$ cat src/rtl/irqp_pkg.sv
// Shared constants of the interrupt/DMA prioritizer.
// Assumes: rank slots are fixed; pending bit positions match the register.
package irqp_pkg;
    localparam int NUM_SLOT  = 6;
    localparam int NUM_PEND  = 3;
    // pending bit positions inside the register
    localparam int PB_TX     = 0;
    localparam int PB_RX     = 1;
    localparam int PB_ERR    = 2;
    // rank slots, lowest index wins
    localparam int SL_ERR_HI = 0;
    localparam int SL_RXDMA  = 1;
    localparam int SL_TXDMA  = 2;
    localparam int SL_ERR_LO = 3;
    localparam int SL_RXINT  = 4;
    localparam int SL_TXINT  = 5;
endpackage

$ cat src/rtl/irqp_pending.sv
// Pending flag bank: hardware sets (gated by enable), software clears by
// writing zeros, set wins over clear, and the error bit is held high while
// any status flag is asserted. Assumes strobes are synchronous to clk.
module irqp_pending #(
    parameter int NUM_FLAGS = 8
) (
    input  logic                          clk,
    input  logic                          rst_n,
    input  logic                          irq_en,
    input  logic [irqp_pkg::NUM_PEND-1:0] set_evt,
    input  logic                          wr_en,
    input  logic [irqp_pkg::NUM_PEND-1:0] wr_bits,
    input  logic [NUM_FLAGS-1:0]          err_flags,
    output logic [irqp_pkg::NUM_PEND-1:0] pend
);
    import irqp_pkg::*;

    logic force_err;
    // Error forcing request from any status flag
    always_comb force_err = irq_en & (|err_flags);

    for (genvar b = 0; b < NUM_PEND; b++) begin : g_bit
        logic do_set;
        logic do_clr;
        // Set and clear decode for this bit
        always_comb begin
            do_set = irq_en & set_evt[b];
            if (b == PB_ERR) do_set = do_set | force_err;
            do_clr = wr_en & ~wr_bits[b];
        end
        // Pending flop: reset, then set beats clear
        always_ff @(posedge clk) begin
            if (!rst_n)      pend[b] <= 1'b0;
            else if (do_set) pend[b] <= 1'b1;
            else if (do_clr) pend[b] <= 1'b0;
        end
    end
endmodule

$ cat src/rtl/irqp_level_reg.sv
// Priority level register, loaded on every register write.
// Assumes reset value is the all-ones "no request" level.
module irqp_level_reg #(
    parameter int LVL_W = 3
) (
    input  logic             clk,
    input  logic             rst_n,
    input  logic             wr_en,
    input  logic [LVL_W-1:0] wr_lvl,
    output logic [LVL_W-1:0] lvl
);
    // Level storage with reset to the idle level
    always_ff @(posedge clk) begin
        if (!rst_n)     lvl <= '1;
        else if (wr_en) lvl <= wr_lvl;
    end
endmodule

$ cat src/rtl/irqp_arbiter.sv
// Fixed-order combinational arbiter over the rank slots; slot 0 wins.
// Assumes req is already mapped to slots; allow=0 blocks every grant.
module irqp_arbiter #(
    parameter int N = 6
) (
    input  logic         allow,
    input  logic [N-1:0] req,
    output logic [N-1:0] grant,
    output logic         valid
);
    for (genvar i = 0; i < N; i++) begin : g_slot
        if (i == 0) begin : g_top
            // Highest slot needs only its own request
            always_comb grant[i] = allow & req[i];
        end else begin : g_rest
            // Lower slot wins only if no higher slot requests
            always_comb grant[i] = allow & req[i] & ~(|req[i-1:0]);
        end
    end
    // Valid when any slot was granted
    always_comb valid = |grant;
endmodule

$ cat src/rtl/irq_dma_prioritizer.sv
// Top: register port, pending bank, level register and slot arbiter.
// Assumes a single clock domain and synchronous active-low reset.
module irq_dma_prioritizer #(
    parameter int NUM_FLAGS = 8,
    parameter int LVL_W     = 3
) (
    input  logic                 clk,
    input  logic                 rst_n,
    input  logic                 wr_en,
    input  logic [7:0]           wr_data,
    output logic [7:0]           rd_data,
    input  logic                 irq_en,
    input  logic                 err_evt,
    input  logic                 rx_evt,
    input  logic                 tx_evt,
    input  logic [NUM_FLAGS-1:0] err_flags,
    input  logic                 dma_stop,
    input  logic                 rx_dma_req,
    input  logic                 rx_dma_en,
    input  logic                 tx_dma_req,
    input  logic                 tx_dma_en,
    output logic [LVL_W-1:0]     prio_level,
    output logic [5:0]           grant,
    output logic                 grant_valid
);
    import irqp_pkg::*;

    localparam logic [LVL_W-1:0] LVL_NONE = '1;

    logic [NUM_PEND-1:0] pend;
    logic [NUM_PEND-1:0] set_evt;
    logic [NUM_SLOT-1:0] req;
    logic                allow;
    logic                unused_wr;

    // Gather event strobes by pending bit position
    always_comb begin
        set_evt         = '0;
        set_evt[PB_TX]  = tx_evt;
        set_evt[PB_RX]  = rx_evt;
        set_evt[PB_ERR] = err_evt;
    end

    // Reserved write bits are discarded
    assign unused_wr = ^{wr_data[7], wr_data[3]};

    irqp_pending #(.NUM_FLAGS(NUM_FLAGS)) u_pend (
        .clk      (clk),
        .rst_n    (rst_n),
        .irq_en   (irq_en),
        .set_evt  (set_evt),
        .wr_en    (wr_en),
        .wr_bits  (wr_data[NUM_PEND-1:0]),
        .err_flags(err_flags),
        .pend     (pend)
    );

    irqp_level_reg #(.LVL_W(LVL_W)) u_lvl (
        .clk   (clk),
        .rst_n (rst_n),
        .wr_en (wr_en),
        .wr_lvl(wr_data[4 +: LVL_W]),
        .lvl   (prio_level)
    );

    // Map sources onto rank slots; error slot chosen by DMA-stop mode
    always_comb begin
        req            = '0;
        req[SL_ERR_HI] = pend[PB_ERR] & dma_stop;
        req[SL_RXDMA]  = rx_dma_req & rx_dma_en;
        req[SL_TXDMA]  = tx_dma_req & tx_dma_en;
        req[SL_ERR_LO] = pend[PB_ERR] & ~dma_stop;
        req[SL_RXINT]  = pend[PB_RX];
        req[SL_TXINT]  = pend[PB_TX];
        allow          = (prio_level != LVL_NONE);
    end

    irqp_arbiter #(.N(NUM_SLOT)) u_arb (
        .allow(allow),
        .req  (req),
        .grant(grant),
        .valid(grant_valid)
    );

    // Register read view
    always_comb begin
        rd_data = '0;
        rd_data[7] = 1'b1;
        rd_data[4 +: LVL_W] = prio_level;
        rd_data[NUM_PEND-1:0] = pend;
    end
endmodule

$ cat config.mk
export PLATFORM = sky130hd
export DESIGN_NAME = irq_dma_prioritizer
export DESIGN_NICKNAME = d
export VERILOG_FILES = /design/src/rtl/irqp_pkg.sv /design/src/rtl/irqp_pending.sv /design/src/rtl/irqp_level_reg.sv /design/src/rtl/irqp_arbiter.sv /design/src/rtl/irq_dma_prioritizer.sv
export SDC_FILE = /design/constraint.sdc
export NUM_CORES = 1
export LEC_CHECK = 0
export CORE_MARGIN = 2
export CORE_UTILIZATION = 25
export DETAILED_ROUTE_END_ITERATION = 6
export PLACE_DENSITY = 0.73
export SLEW_MARGIN = 40
export SYNTH_ARGS = -nofsm -noshare
export SYNTH_HDL_FRONTEND = slang
export SYNTH_SLANG_ARGS = --single-unit
$ cat constraint.sdc
create_clock -name clk -period 1.2 [get_ports clk]
set_input_delay 0.12 -clock clk [delete_from_list [all_inputs] [get_ports clk]]
set_output_delay 0.12 -clock clk [all_outputs]
set_load 0.03 [all_outputs]
# Word level (Yosys, flattened, before mapping)
# Index checks and enable logic that the tools add are counted.
# W data, S select, Z words.
classes:
  add_sub_neg: 0
  mul: 0
  n_div: 0
  n_lt_le_gt_ge: 0
  eq_ne: 1
  shifts: 0
  muxes: 6
  bitwise: 32
  n_reduce_logical: 9
ops:
  columns: ["operator", "count"]
  rows:
  - ["$and A1 B1 Y1", 22]
  - ["$not A1 Y1", 9]
  - ["$reduce_or A8 Y1", 1]
  - ["$mux W1", 6]
  - ["$reduce_bool A2 Y1", 3]
  - ["$reduce_or A6 Y1", 1]
  - ["$reduce_or A5 Y1", 1]
  - ["$reduce_or A4 Y1", 1]
  - ["$ne A3 B3 Y1 const B", 1]
  - ["$reduce_or A3 Y1", 1]
  - ["$reduce_or A2 Y1", 1]
  - ["$or A1 B1 Y1", 1]
word_totals:
  reg_bits: 6
  latch_bits: 0
  mem_bits_rw: 0
  romBits: 0
  inputBits: 28
  out_inout_bits: 18
  elab_cells: 52
  memories: 0

# Depth between registers and ports, before layout
logic_depth:
  ltp_word: 6
  mapped_depth: 3
  depth_no_buf: 3

# By module
# A second synthesis with hierarchy kept.
hier_totals:
  hier_cells: 47
  area_unflattened_um2: 401.6
modules_own_cells:
  columns: ["module", "instances", "cells_each", "area_each_um2", "seq_area_each_um2"]
  rows:
  - ["irqp_pending", 1, 15, 142.6, 60.1]
  - ["irqp_level_reg", 1, 9, 101.3, 60.1]
  - ["irq_dma_prioritizer", 1, 12, 78.8, 0.0]
  - ["irqp_arbiter", 1, 11, 78.8, 0.0]

# Worst setup path after synthesis
# OpenSTA, ideal clock, no wires.
synth_path:
  kind: "register to output"
  startpoint: "register u_lvl.lvl[1]"
  endpoint: "output grant[3]"
  arrival_time_ns: 1.176
  required_ns: 1.080
  setup_slack_ns: -0.096
  path_stages_with_launch: 4
  n_path_buf: 0
  path_cell_list: "dfxtp_1 -> and3_1 -> a21oi_1 -> and4b_1"
synth_via:
  elab_chain_cells: 3
synth_rtl:
  columns: ["element", "line", "text"]
  rows:
  - ["start, declared", "irqp_level_reg.sv:10", "output logic [LVL_W-1:0] lvl"]
  - ["start signal, assigned", "irqp_level_reg.sv:15", "else if (wr_en) lvl <= wr_lvl;"]
  - ["$ne A3 B3 Y1", "irq_dma_prioritizer.sv:75", "allow = (prio_level != LVL_NONE);"]
  - ["$and A1 B1 Y1 (2 in series)", "irqp_arbiter.sv:17", "always_comb grant[i] = allow & req[i] & ~(|req[i-1:0]);"]
  - ["end, declared", "irq_dma_prioritizer.sv:23", "output logic [5:0] grant,"]
# Every way passes these cells.

# Worst setup path in the final report
layout_path:
  startpoint: "register u_lvl.lvl[2]"
  endpoint: "output grant[3]"
# Same word-level chain as after synthesis.

==> flow_summary_export.csv <==
group,metric,value,unit
cts,numCtsBuffers,3,
routing,vias,510,
sta,fin_ws,-0.241,ns
yosys,ys_seq_area_share,31.8,%
routing,routedWlPerCell,12.5,um
hold_path,holdPathStages,4,
routing,routed_wl,1.41,mm
floorplanning,initial_core_util,26.0,%
power,ir_drop,623,uV
setup_path,end_kind,"output port",
floorplanning,die_h,42.9,um
yosys,syn_area,378,um2
yosys,ys_types,18,
setup_path,r2r-start,"u_lvl.lvl[2]",
yosys,postSynthNetCount,74,
global_route,grt_pass1_wl,2.21,mm
sta,min_period_over_period,120,%
setup_path,crit_arrival,1.32,ns
routing,dr.pass1.iters,2,
yosys,synth-seq-cells,6,
sta,final_max_slew_viol_count,0,
cts,clockBufferDepth,2,
routing,drc_errors,0,
global_route,antenna_found_initial,0,
global_route,grt_max_degree,7,
placed_design,portBuffers,41,
run,max-cap-violations,0,
layout,n_fill_cell,129,
status,status,"finished with violations",
cts,cts_sinks,6,
hold_path,worstHoldPathType,"in -> reg",
cts,cts-root-buf,"clkbuf_4",
setup_path,start_kind,"flop",
yosys,syn_inst,46,
sta,skew,0,ns
sta,rsz0062_at_grt,"true",
setup_path,r2r_end,"u_lvl.lvl[2]",
hold_path,hold_end,"u_pend.pend[2]",
sta,timing.fmax,694,MHz
setup_path,path_max_fanout,2,
floorplanning,dieArea,1840,um2
setup_path,crit_start,"u_lvl.lvl[2]",
layout,n_antenna_cell,0,
setup_path,r2r_cells,3,
cts,cts_tree,"yes",
global_route,grt.overflow.total,0,
placed_design,placed_cell_area,825,um2
layout,final_util,64.2,%
cts,cts-hold-fix-buffers,0,
layout,drive_above_1_share,50.5,%
sta,final-hold-violation-count,0,
power,p_per_area,803,nW/um2
sta,hold_slack,0.293,ns
floorplanning,fp-row-count,14,
layout,nNetsFinal,127,
cts,htree_levels,1,
hold_path,hp-start,"err_flags[7]",
layout,syn2layout_area_growth,147,%
global_route,grtUsageTotal,16.0,%
floorplanning,ioPinCount,46,
routing,detail-route-antenna-nets,0,
cts,clk_pin_slew,0.05,ns
floorplanning,die_x,42.9,um
layout,final_area,933,um2
power,total_power,0.000749,W
yosys,yosysWarnings,0,
global_route,grt_pass1_vias,511,
cts,clk_latency,0.24,ns
yosys,synth.avg_cell_area,8.21,um2
placed_design,dpl.hpwl,1.18,mm
routing,drt_iter0_markers,1,
setup_path,critPathKind,"reg -> out",
routing,vias_per_cell,4.51,
setup_path,required,1.08,ns
power,p_leak,0.440,nW
setup_path,r2r_setup_slack,0.45,ns
floorplanning,core,1450,um2
status,violations,"negative setup slack",
placed_design,place.gp.congestion,0.671,
sta,layout_min_cycle_time,1.44,ns
sta,setup_violations,7,
## per-layer routing
layer,vias to the layer above,GRT usage (%),routed length (um)
li1,262,-,-
met1,227,17.1,529
met2,21,29.7,780
met3,0,5.53,101
met4,0,3.75,0
met5,-,0,0
## worst max-delay path, stage by stage, from the launching register on
cell	delay, ns
dfxtp_2	0.31
and3_4	0.17
buf_6	0.11
a21oi_4	0.11
and4b_2	0.24
buf_6	0.13
## repair_timing
action                                  4_1_cts  5_1_grt
endpoints found under the setup margin        8        8
gates resized for setup                      28        5
pin swaps                                     7        6
setup buffers                                 1        1
## worst max-delay path by stage
stage	slack, ns	to	cells after the start
floorplan	-0.03	grant_valid	2
global placement	-0.45	grant_valid	4
detailed placement	-0.50	grant_valid	4
CTS	-0.24	grant[3]	5
global route	-0.29	grant[3]	5
finish	-0.24	grant[3]	5
## where the power goes
| group | internal (W) | switching, W | leakage, nW |
|---|---|---|---|
| registers | 0.000215 | 0.00000648 | 0.0490 |
| clock network | 0.000113 | 0.0000669 | 0.0138 |
| logic | 0.000185 | 0.000164 | 0.377 |
## flip-flops by register name (all words and copies together), names as in the netlist
register     flops
u_lvl.lvl        3
u_pend.pend      3
## logic make-up (layout without fill, tap and decap cells)
| logic type | count (synthesis) | after routing | synth area share [%] |
|---|---|---|---|
| and+or+nand+nor | 19 | 19 | 28.1 |
| AOI/OAI and AO/OA | 10 | 10 | 19.2 |
| DFF | 6 | 6 | 31.8 |
| buffers and inverters | 6 | 57 | 10.9 |
| muxes | 3 | 3 | 7.95 |
| other | 2 | 2 | 1.99 |
## placed cells by master, fill, tap and decap left out, types with 3 or more instances in the layout
cell             instances
dfxtp_2                  4
clkbuf_4                 3
buf_6                    8
o21ai_0                  3
mux2i_1                  3
a21boi_1                 3
buf_4                   20
nand2_1                  6
clkdlybuf4s50_1         17
dlygate4sd2_1            6
## Yosys cell counts, drive strengths merged
cell type	n	area (um2)
conb	2	7.51
or3	1	6.26
nand3	2	10.0
and3b	1	8.76
mux2i	3	30.0
and3	2	12.5
a21oi	2	10.0
a21boi	3	22.5
nand2	7	26.3
or4	1	11.3
o21ai	3	15.0
dfxtp	6	120
nor2	3	11.3
inv	1	3.75
o41ai	1	16.3
a221oi	1	8.76
buf	5	37.5
and4b	2	20.0
## per-stage QoR
step           cells  TNS, ns  worst slack, ns
2_1_floorplan     46  -0.0332          -0.0332
3_3_place_gp     108    -1.65           -0.452
3_5_place_dp     108    -1.77           -0.503
4_1_cts          112    -1.04           -0.243
5_1_grt          113    -1.41           -0.295
6_report         113    -1.04           -0.241
## layout make-up
type / instances / area (um2) / area share [%]
Tap cell: 16 / 20.0 / 2.14
Sequential cell: 6 / 125 / 13.4
Clock buffer: 3 / 22.5 / 2.41
Inverter: 1 / 3.75 / 0.402
Timing Repair Buffer: 53 / 488 / 52.3
Multi-Input combinational cell: 34 / 274 / 29.4
No activity file was read; power rests on OpenSTA's default activity.
